File: src/rtl/sfifoPkg.sv
package sfifoPkg;

  // Control-to-datapath strobes for one clock
  typedef struct packed {
    logic doShift;  // move every entry down one slot
    logic doLoad;   // write the incoming result into the one-hot slot
    logic doClear;  // soft reset of all slots
  } fifoStrobeT;

  // Status/control word bit positions (software decodes these)
  localparam int unsigned AF_BIT    = 11;
  localparam int unsigned LVL_LO    = 8;
  localparam int unsigned MASK_BIT  = 7;
  localparam int unsigned OVR_BIT   = 6;
  localparam int unsigned OOR_BIT   = 5;
  localparam int unsigned EMPTY_BIT = 4;
  localparam int unsigned HEAD_BIT  = 3;

endpackage

File: src/rtl/sfifoStore.sv
module sfifoStore
  import sfifoPkg::*;
#(
  parameter int unsigned DEPTH  = 8,
  parameter int unsigned DATA_W = 12
) (
  input  logic              clk,
  input  logic              rstN,
  input  fifoStrobeT        strobe,
  input  logic [DEPTH-1:0]  loadOneHot,
  input  logic [DATA_W-1:0] inData,
  input  logic              inOor,
  output logic [DATA_W-1:0] headData,
  output logic              headOor
);

  localparam logic [DATA_W-1:0] RESET_WORD = {1'b1, {(DATA_W-1){1'b0}}};

  logic [DATA_W-1:0] slotData [DEPTH];
  logic              slotOor  [DEPTH];

  for (genvar i = 0; i < DEPTH; i++) begin : gSlot
    logic [DATA_W-1:0] aboveData;
    logic              aboveOor;
    if (i == DEPTH - 1) begin : gTop
      assign aboveData = slotData[i];
      assign aboveOor  = slotOor[i];
    end else begin : gMid
      assign aboveData = slotData[i+1];
      assign aboveOor  = slotOor[i+1];
    end

    always_ff @(posedge clk or negedge rstN) begin
      if (!rstN) begin
        slotData[i] <= RESET_WORD;
        slotOor[i]  <= 1'b0;
      end else if (strobe.doClear) begin
        slotData[i] <= RESET_WORD;
        slotOor[i]  <= 1'b0;
      end else if (strobe.doLoad && loadOneHot[i]) begin
        slotData[i] <= inData;
        slotOor[i]  <= inOor;
      end else if (strobe.doShift) begin
        slotData[i] <= aboveData;
        slotOor[i]  <= aboveOor;
      end
    end
  end

  assign headData = slotData[0];
  assign headOor  = slotOor[0];

  AST_LOAD_ONEHOT: assert property (@(posedge clk) disable iff (!rstN)
    $onehot0(loadOneHot)) else $error("load select not one-hot");

  AST_CLEAR_HEAD: assert property (@(posedge clk) disable iff (!rstN)
    strobe.doClear |=> (headData == RESET_WORD && !headOor)) else $error("clear missed");

  AST_SHIFT_MOVES: assert property (@(posedge clk) disable iff (!rstN)
    (strobe.doShift && !strobe.doClear && !(strobe.doLoad && loadOneHot[0]))
      |=> (headData == $past(slotData[1]))) else $error("shift lost");

endmodule

File: src/rtl/sfifoCtrl.sv
module sfifoCtrl
  import sfifoPkg::*;
#(
  parameter int unsigned DEPTH  = 8,
  parameter int unsigned DATA_W = 12
) (
  input  logic              clk,
  input  logic              rstN,
  input  logic              convDone,
  input  logic              convOor,
  input  logic              convBusy,
  input  logic              busSel,
  input  logic              busAddr,
  input  logic              busRd,
  input  logic              busWr,
  input  logic [DATA_W-1:0] busWrData,
  input  logic              headOor,
  output fifoStrobeT        strobe,
  output logic [DEPTH-1:0]  loadOneHot,
  output logic [DATA_W-1:0] statusWord,
  output logic              busDrive,
  output logic              almostFullN
);

  localparam int unsigned CNT_W = $clog2(DEPTH + 1);
  localparam int unsigned IDX_W = $clog2(DEPTH);
  localparam logic [CNT_W-1:0] FULL_CNT = CNT_W'(DEPTH);
  localparam logic [CNT_W-1:0] ONE_CNT  = CNT_W'(1);

  logic [CNT_W-1:0] wordCnt, nextCnt, afLevel, loadPos;
  logic [IDX_W-1:0] afCode;
  logic afMask, allowBusy, afFlag, ovrFlag, oorSticky;
  logic accessOk, fifoRd, regWr, softRst;
  logic popEff, pushKeep, overrunEv, isEmpty, isFull;
  logic [EMPTY_BIT+1:0] unusedWrBits;

  assign unusedWrBits = {busWrData[AF_BIT], busWrData[EMPTY_BIT:0]};

  always_comb begin
    accessOk  = busSel & (~convBusy | allowBusy);
    fifoRd    = accessOk & busRd & ~busAddr;
    regWr     = accessOk & busWr & busAddr;
    softRst   = regWr & busWrData[OVR_BIT];
    isEmpty   = (wordCnt == '0);
    isFull    = (wordCnt == FULL_CNT);
    popEff    = fifoRd & ~isEmpty;
    pushKeep  = convDone & (~isFull | popEff);
    overrunEv = convDone & isFull & ~popEff;
    afLevel   = CNT_W'(afCode) + ONE_CNT;
    loadPos   = popEff ? (wordCnt - ONE_CNT) : wordCnt;
    nextCnt   = wordCnt + CNT_W'(pushKeep) - CNT_W'(popEff);
  end

  for (genvar i = 0; i < DEPTH; i++) begin : gSel
    assign loadOneHot[i] = pushKeep & (loadPos == CNT_W'(i));
  end

  always_comb begin
    strobe.doShift = popEff & (wordCnt > ONE_CNT);
    strobe.doLoad  = pushKeep;
    strobe.doClear = softRst;
  end

  always_ff @(posedge clk or negedge rstN) begin
    if (!rstN) begin
      wordCnt   <= '0;
      afCode    <= '0;
      afMask    <= 1'b0;
      allowBusy <= 1'b0;
      afFlag    <= 1'b0;
      ovrFlag   <= 1'b0;
      oorSticky <= 1'b0;
    end else if (softRst) begin
      wordCnt   <= '0;
      afCode    <= '0;
      afMask    <= 1'b0;
      allowBusy <= 1'b0;
      afFlag    <= 1'b0;
      ovrFlag   <= 1'b0;
      oorSticky <= 1'b0;
    end else begin
      wordCnt <= nextCnt;
      if (regWr) begin
        afCode    <= busWrData[LVL_LO +: IDX_W];
        afMask    <= busWrData[MASK_BIT];
        allowBusy <= busWrData[OOR_BIT];
      end
      if (regWr && busWrData[MASK_BIT])        afFlag <= 1'b0;
      else if (afMask)                          afFlag <= 1'b0;
      else if (convDone)                        afFlag <= (nextCnt >= afLevel);
      else if (popEff && (nextCnt < afLevel))   afFlag <= 1'b0;
      if (overrunEv) ovrFlag <= 1'b1;
      if (pushKeep && convOor)               oorSticky <= 1'b1;
      else if (popEff && (nextCnt == '0))    oorSticky <= 1'b0;
    end
  end

  always_comb begin
    statusWord                      = '0;
    statusWord[AF_BIT]              = ~afFlag;
    statusWord[LVL_LO +: IDX_W]     = afCode;
    statusWord[MASK_BIT]            = afMask;
    statusWord[OVR_BIT]             = ovrFlag;
    statusWord[OOR_BIT]             = oorSticky;
    statusWord[EMPTY_BIT]           = isEmpty;
    statusWord[HEAD_BIT]            = headOor & ~isEmpty;
    statusWord[IDX_W-1:0]           = isEmpty ? '0 : IDX_W'(wordCnt - ONE_CNT);
  end

  assign busDrive    = accessOk & busRd;
  assign almostFullN = ~afFlag;

  AST_CNT_BOUND: assert property (@(posedge clk) disable iff (!rstN)
    wordCnt <= FULL_CNT) else $error("count past depth");

  AST_NO_SHIFT_EMPTY: assert property (@(posedge clk) disable iff (!rstN)
    isEmpty |-> !strobe.doShift) else $error("shift while empty");

  AST_OVR_STICKY: assert property (@(posedge clk) disable iff (!rstN)
    (ovrFlag && !softRst) |=> ovrFlag) else $error("overrun dropped");

  AST_AF_MASKED: assert property (@(posedge clk) disable iff (!rstN)
    afMask |=> almostFullN) else $error("flag raised while masked");

  AST_PAIR_HOLDS_CNT: assert property (@(posedge clk) disable iff (!rstN)
    (pushKeep && popEff && !softRst) |=> $stable(wordCnt)) else $error("pair moved count");

  AST_BUSY_GATE: assert property (@(posedge clk) disable iff (!rstN)
    (convBusy && !allowBusy) |-> !busDrive) else $error("drive while busy");

endmodule

File: src/rtl/rippleSampleFifo.sv
module rippleSampleFifo
  import sfifoPkg::*;
#(
  parameter int unsigned DEPTH  = 8,
  parameter int unsigned DATA_W = 12
) (
  input  logic              clk,
  input  logic              rstN,
  input  logic              convDone,
  input  logic              convOor,
  input  logic [DATA_W-1:0] convData,
  input  logic              convBusy,
  input  logic              busSel,
  input  logic              busAddr,
  input  logic              busRd,
  input  logic              busWr,
  input  logic [DATA_W-1:0] busWrData,
  output logic [DATA_W-1:0] busRdData,
  output logic              busDrive,
  output logic              almostFullN
);

  fifoStrobeT        strobe;
  logic [DEPTH-1:0]  loadOneHot;
  logic [DATA_W-1:0] statusWord, headData;
  logic              headOor;

  sfifoCtrl #(.DEPTH(DEPTH), .DATA_W(DATA_W)) i_ctrl (
    .clk        (clk),
    .rstN       (rstN),
    .convDone   (convDone),
    .convOor    (convOor),
    .convBusy   (convBusy),
    .busSel     (busSel),
    .busAddr    (busAddr),
    .busRd      (busRd),
    .busWr      (busWr),
    .busWrData  (busWrData),
    .headOor    (headOor),
    .strobe     (strobe),
    .loadOneHot (loadOneHot),
    .statusWord (statusWord),
    .busDrive   (busDrive),
    .almostFullN(almostFullN)
  );

  sfifoStore #(.DEPTH(DEPTH), .DATA_W(DATA_W)) i_store (
    .clk       (clk),
    .rstN      (rstN),
    .strobe    (strobe),
    .loadOneHot(loadOneHot),
    .inData    (convData),
    .inOor     (convOor),
    .headData  (headData),
    .headOor   (headOor)
  );

  assign busRdData = busAddr ? statusWord : headData;

endmodule

File: config.mk
export PLATFORM = sky130hd
export DESIGN_NAME = rippleSampleFifo
export DESIGN_NICKNAME = d
export VERILOG_FILES = /design/src/rtl/sfifoPkg.sv /design/src/rtl/sfifoStore.sv /design/src/rtl/sfifoCtrl.sv /design/src/rtl/rippleSampleFifo.sv
export SDC_FILE = /design/constraint.sdc
export NUM_CORES = 1
export LEC_CHECK = 0
export ABC_AREA = 1
export CAP_MARGIN = 20
export CORE_MARGIN = 2
export CORE_UTILIZATION = 40
export DETAILED_ROUTE_END_ITERATION = 12
export DONT_BUFFER_PORTS = 1
export GPL_TIMING_DRIVEN = 1
export HOLD_SLACK_MARGIN = 0.1
export PLACE_DENSITY = 0.65
export SETUP_SLACK_MARGIN = 0.2
export SLEW_MARGIN = 20
export SYNTH_ARGS = -nofsm -noshare
export SYNTH_HDL_FRONTEND = slang
export SYNTH_SLANG_ARGS = --single-unit
File: constraint.sdc
create_clock -name clk -period 4.29 [get_ports clk]
set_clock_uncertainty 0.15 [all_clocks]
set_input_delay 0.6435 -clock clk [delete_from_list [all_inputs] [get_ports clk]]
set_output_delay 0.6435 -clock clk [all_outputs]
set_load 0.02 [all_outputs]
==> results of run 1 <==
-- power by group --
| group | leakage [uW] | switching [uW] | internal (uW) |
|---|---|---|---|
| sequential | 0.00152 | 232 | 1510 |
| combinational | 0.00229 | 1300 | 639 |
| clock | 0.000278 | 480 | 888 |
-- cell families (layout without fill, tap and decap cells) --
group                    Yosys count  count (layout)  synth area share
XOR/XNOR                           4               4           0.00525
AND/OR/NAND/NOR                  678             678             0.421
buffers and inverters             96              82            0.0684
AO/OA/AOI/OAI                     39              39            0.0384
adder cells (fa/ha/maj)           16              16            0.0311
flip-flops                       116             116             0.436
-- synth_stat cells, drive strengths merged --
master,n,area [sq um]
nand2,534,2040
nand3,116,581
dfrtp,108,2700
buf,52,290
inv,37,139
nor2,23,140
o21ai,20,108
ha,15,188
a21oi,12,97.6
dfstp,8,210
clkbuf,6,23.8
nand4,3,33.8
nor3,2,10.0
o21bai,2,15.0
o22ai,2,12.5
xnor2,2,17.5
xor2,2,17.5
a211oi,1,7.51
a22o,1,8.76
a22oi,1,7.51
clkinv,1,3.75
fa,1,20.0
-- layer usage --
metal | GRT usage | vias up | share of wire
met1 | 0.283 | 2658 | 0.48
met2 | 0.316 | 189 | 0.44
li1 | - | 2904 | -
met3 | 0.0590 | 17 | 0.066
met5 | 0 | - | 0
met4 | 0.0573 | 0 | 0.012
-- critical path, stage by stage (launching register included) --
cell,delay [ns]
dfrtp_1,0.41
inv_1,0.20
ha_1,0.29
nand2_1,0.13
inv_2,0.15
nor2_8,0.08
o21ai_2,0.28
inv_1,0.08
ha_1,0.24
fa_1,0.41
xor2_1,0.26
inv_1,0.08
ha_1,0.28
nand2_1,0.05
o21ai_0,0.16
o22ai_1,0.10
a211oi_1,0.19
-- final cells by class --
type / instances / area share
multi-input combinational: 737 / 0.452
clock inverter: 3 / 0.00580
inverter: 38 / 0.0195
sequential: 116 / 0.397
clock buffer: 29 / 0.0724
tap: 220 / 0.0376
timing repair buffer: 12 / 0.0154
-- registers in the layout, indices dropped and copies added, names as in the netlist --
register	cells
i_store.gSlot.aboveData	84
i_ctrl.afCode	3
i_store.headOor	1
i_ctrl.oorSticky	1
i_ctrl.wordCnt	4
i_ctrl.ovrFlag	1
i_ctrl.allowBusy	1
i_ctrl.afFlag	1
i_store.headData	12
i_store.gSlot.aboveOor	7
i_ctrl.afMask	1
-- path summary, 6_finish.rpt --
check                                                from                              to  slack, ns  cells past startpoint
setup / recovery                        i_ctrl.wordCnt[1]                   i_ctrl.afFlag       0.64                     16
hold / removal                                convData[8]   i_store.gSlot[6].aboveData[8]       0.19                      2
setup reg to reg                        i_ctrl.wordCnt[1]                   i_ctrl.afFlag       0.64                     16
hold reg to reg            i_store.gSlot[1].aboveData[11]  i_store.gSlot[1].aboveData[11]       0.32                      2
max in group asynchronous                            rstN   i_store.gSlot[3].aboveData[8]       2.80                      2
min in group asynchronous                            rstN             i_store.headData[9]       0.70                      2
-- cells in the final DEF, fill, tap and decap left out, types with 2 or more instances in the layout --
cell       count
dfrtp_1      108
o22ai_1        2
clkbuf_1       6
o21bai_1       2
nand2_4        3
inv_1         27
ha_1          15
nor2_4         5
dfstp_2        8
a21oi_2        7
clkbuf_16     17
nand2_2        7
a21oi_1        4
nor3_1         2
xor2_1         2
buf_4         10
clkbuf_8       6
nand4_1        2
o21ai_0       17
inv_2         10
o21ai_2        2
nor2_2         2
nor2_1        15
nand2_1      524
xnor2_1        2
nand3_1      116
-- metrics by stage --
stage               instances  utilization  power [uW]
finish                   1155        0.445        5050
global route             1155        0.445        5470
CTS                      1155        0.445        5070
detailed placement       1121        0.408        3650
global placement         1121        0.408        3610
floorplan                 949            -        3280
==> flow_summary.json, run 1 <==
{
  "worst_pin_slew_ns": 0.769,
  "ctsHoldBuffers": 2,
  "gp_congestion": 0.825,
  "die_x_um": 133,
  "cts_resized": 0,
  "hold_slack_ns": 0.188,
  "status": "completed",
  "insertion_delay_ns": 0.41,
  "grt_pass1_vias": 5550,
  "die_height_um": 133,
  "clkSinkCount": 116,
  "cp.required_ns": 4.46,
  "cts.htree.levels": 4,
  "drt_iter0_drc": 557,
  "firstDrtPassIters": 5,
  "crit_path_start_kind": "register",
  "clock.fmax_mhz": 274,
  "vias_per_cell": 4.99,
  "wire_per_inst_um": 14.8,
  "avgSynthCellArea_sq_um": 7.04,
  "cts_setup_buffers": 0,
  "grt_max_degree": 117,
  "drive_gt1_frac": 0.0898,
  "crit_arrival_ns": 3.82,
  "period_share": 0.850,
  "hold_path_class": "primary input to register",
  "tns_ns": 0,
  "power_density_nw_per_um2": 689,
  "n_antenna_cell": 0,
  "drv_slew": 0,
  "clk_pin_slew_ns": 0.05,
  "setup_violations": 0,
  "worstSetupEndpointType": "register",
  "critPathMaxFanout": 9,
  "drt.antenna.violating_nets": 0,
  "synthToLayoutAreaGrowth_pct": 9.76,
  "ir_drop_v": 0.000294,
  "initial_core_util": 0.406,
  "coreArea_sq_um": 16500,
  "root_buffer": "clkbuf_16",
  "num_rows": 47,
  "fillers": 1684,
  "numCtsBuffers": 17,
  "slew-limit-headroom": 0.485,
  "final_area_sq_um": 7330,
  "drv_cap": 0,
  "mappedNetlistArea_sq_um": 6680,
  "clock_path_buffers": 2,
  "setup_slack_ns": 0.644,
  "seq_area_frac_synth": 0.436,
  "post-place-ws_ns": 0.669,
  "period_needed_ns": 3.65,
  "place_hpwl_mm": 11.3,
  "final_nets": 971,
  "ys_ff_latch": 116,
  "ioPinCount": 47,
  "synth_cell_types": 37,
  "seq_area_sq_um": 2910,
  "rsz0062_at_grt": "no",
  "syn_inst": 949,
  "antenna_found_initial": 0,
  "syn_nets": 998,
  "io_buffers": 0,
  "yosysWarningCount": 0,
  "finalHoldViolations": 0,
  "fp.dieArea_sq_um": 17700,
  "vias": 5768,
  "drc": 0,
  "grt.total_usage": 0.205,
  "dpl_cell_area_sq_um": 6720,
  "grt_overflow": 0,
  "grt_pass1_wl_mm": 28.7,
  "multiInputGateArea_sq_um": 3310,
  "routed_wl_mm": 17.1,
  "cts_tree": "built",
  "crit_type": "register to register",
  "p_leak_uw": 0.00409
}
Power figures use the tool's default switching activity.
==> run 2, diff against run 1 <==
--- a/config.mk
+++ b/config.mk
@@ -13,7 +13,7 @@
 export DONT_BUFFER_PORTS = 1
 export GPL_TIMING_DRIVEN = 1
 export HOLD_SLACK_MARGIN = 0.1
-export PLACE_DENSITY = 0.65
+export PLACE_DENSITY = 0.67
 export SETUP_SLACK_MARGIN = 0.2
 export SLEW_MARGIN = 20
 export SYNTH_ARGS = -nofsm -noshare
==> constraint.sdc (replaced) <==
create_clock -name clk -period 3.16 [get_ports clk]
set_clock_uncertainty 0.15 [all_clocks]
set_input_delay 0.474 -clock clk [delete_from_list [all_inputs] [get_ports clk]]
set_output_delay 0.474 -clock clk [all_outputs]
set_load 0.02 [all_outputs]
==> flow_summary.json, run 2 (synthesis results as in run 1) <==
{
  "drt_iter0_drc": 498,
  "rsz0062_at_grt": "yes",
  "grt_pass1_wl_mm": 28.2,
  "drc": 0,
  "crit_path_start_kind": "register",
  "crit_top_cell": "nand2_2",
  "internal_power_uw": 4320,
  "hold_path_class": "primary input to async pin",
  "crit_type": "register to register",
  "routed_wl_mm": 17.3,
  "numCtsBuffers": 17,
  "crit_arrival_ns": 3.08,
  "period_share": 0.917,
  "drv_cap": 0,
  "rrSetupSlack_ns": 0.26,
  "grtUsageMet1": 0.282,
  "layout_common_cells": "nand2_1 (522), nand3_1 (116), dfrtp_1 (108)",
  "cts.htree.levels": 4,
  "status": "complete, but fails checks",
  "grt_max_degree": 117,
  "io_buffers": 0,
  "ctsHoldBuffers": 15,
  "drive_gt1_frac": 0.126,
  "gp_congestion": 0.803,
  "die_height_um": 133,
  "cp.required_ns": 3.34,
  "largest_reg_flops": 84,
  "wire_per_inst_um": 14.5,
  "busiest_layer": "met2",
  "met2_usage": 0.309,
  "path_delay_family": "adder cells",
  "initial_core_util": 0.406,
  "vias": 5903,
  "clkSinkCount": 116,
  "setup_violations": 0,
  "ir_drop_v": 0.000520,
  "synthToLayoutAreaGrowth_pct": 15.1,
  "place_hpwl_mm": 11.2,
  "root_buffer": "clkbuf_16",
  "clock.fmax_mhz": 345,
  "path_buf_inv": 3,
  "antenna_found_initial": 0,
  "swShare": 0.396,
  "ioPinCount": 47,
  "final_area_sq_um": 7690,
  "num_rows": 47,
  "worstReg2RegStart": "i_ctrl.wordCnt[2]",
  "fp.dieArea_sq_um": 17700,
  "clk_pin_slew_ns": 0.05,
  "clock_path_buffers": 2,
  "cts_tree": "built",
  "layout_commonest_cell": "nand2_1",
  "dpl_cell_area_sq_um": 6840,
  "slew-limit-headroom": 0.491,
  "worst_pin_slew_ns": 0.756,
  "r2r_end": "i_ctrl.afFlag",
  "grt_pass1_vias": 5525,
  "final_nets": 1009,
  "coreArea_sq_um": 16500,
  "drv_slew": 0,
  "p_total_uw": 7150,
  "worstSetupEndpointType": "register",
  "die_x_um": 133,
  "worstPathCellList": "inv_4 > ha_4 > nand2_2 > inv_4 > nor2_8 > nand2_2 > nand2_2 > ha_2 > a21oi_1 > o21bai_1 > xor2_1 > inv_1 > ha_1 > nand2_1 > o21ai_1 > o22ai_1 > a211oi_1",
  "firstDrtPassIters": 7,
  "power_density_nw_per_um2": 930,
  "crit_path_max_incr_delay_ns": 0.38,
  "fillers": 1661,
  "grt_util_met3": 0.0578,
  "hold_slack_ns": -0.405,
  "slowest_stage": "dfrtp_1",
  "tns_ns": 0,
  "p_seq_frac": 0.329,
  "vias_per_cell": 4.95,
  "period_needed_ns": 2.90,
  "grt.total_usage": 0.203,
  "p_switching_uw": 2830,
  "drt.antenna.violating_nets": 0,
  "violations": "hold timing",
  "power_frac_clock": 0.259,
  "critPathMaxFanout": 7,
  "p_leak_uw": 0.00426,
  "grt_overflow": 0,
  "reg2reg_depth": 17,
  "finalHoldViolations": 116,
  "insertion_delay_ns": 0.43,
  "power.share.combinational": 0.412,
  "n_antenna_cell": 0
}
[run 2: cell types whose count changed in the layout (fill, tap and decap cells not counted), moves of 3 or more]
cell,previous run,this run
buf_4,10,35
clkbuf_1,6,2
clkbuf_8,6,1
clkinv_2,1,9
dlygate4sd3_1,1,15
ha_1,15,12
inv_1,27,23
[run 2: worst max-delay path by stage]
stage | start | to | slack [ns] | cells after the start
floorplan | i_ctrl.wordCnt[1] | i_ctrl.afFlag | 0.20 | 16
global placement | i_ctrl.wordCnt[1] | i_ctrl.afFlag | 0.11 | 16
detailed placement | i_ctrl.wordCnt[1] | i_ctrl.afFlag | -0.006 | 16
CTS | i_ctrl.wordCnt[3] | i_ctrl.afFlag | 0.25 | 16
global route | i_ctrl.wordCnt[2] | i_ctrl.afFlag | 0.1 | 17
finish | i_ctrl.wordCnt[2] | i_ctrl.afFlag | 0.26 | 17
[run 2: layout make-up]
cell class	count	area [sq um]	area share
clock inverter	12	113	0.0147
timing repair buffer	50	413	0.0537
inverter	38	148	0.0192
sequential	116	2910	0.379
tap	220	275	0.0358
multi-input combinational	737	3380	0.440
clock buffer	20	447	0.0581
[run 2: metal layers]
metal	routed length (um)	up-vias
met5	0	-
met2	7840	200
met1	7970	2689
li1	-	2992
met3	1230	22
met4	246	0
[run 2: power groups by stage]
stage	clock network [uW]	logic [uW]	registers [uW]
CTS	1880	2820	2350
floorplan	0	2230	2280
global placement	0	2660	2360
global route	1960	3370	2400
detailed placement	0	2700	2370
finish	1850	2950	2350
[run 2: worst register-to-register path: cells and delay by family, from the launching register on]
kind / cells / cell delay (ns)
buf+inv: 3 / 0.24
fa+ha+maj: 3 / 0.67
compound gates: 5 / 0.65
simple gates: 5 / 0.50
flops: 1 / 0.38
xor+xnor: 1 / 0.21
[run 2: timing repair]
action | 4_1_cts | 5_1_grt
pin swaps | 2 | 3
endpoints found under the hold margin | 132 | 116
gates resized for setup | 3 | 3
gates cloned | 0 | 0
setup buffers | 6 | 8
setup endpoints to repair | 1 | 25
[run 2: metrics by stage]
stage	instances	setup WS, ns	hold WS [ns]	utilization
after floorplan	949	0.205	0.0284	-
after global placement	1132	0.106	0.0308	0.416
after detailed placement	1132	-0.00569	0.0323	0.416
after CTS	1185	0.250	-0.422	0.462
after global routing	1193	0.0969	-0.424	0.467
final	1193	0.264	-0.405	0.467
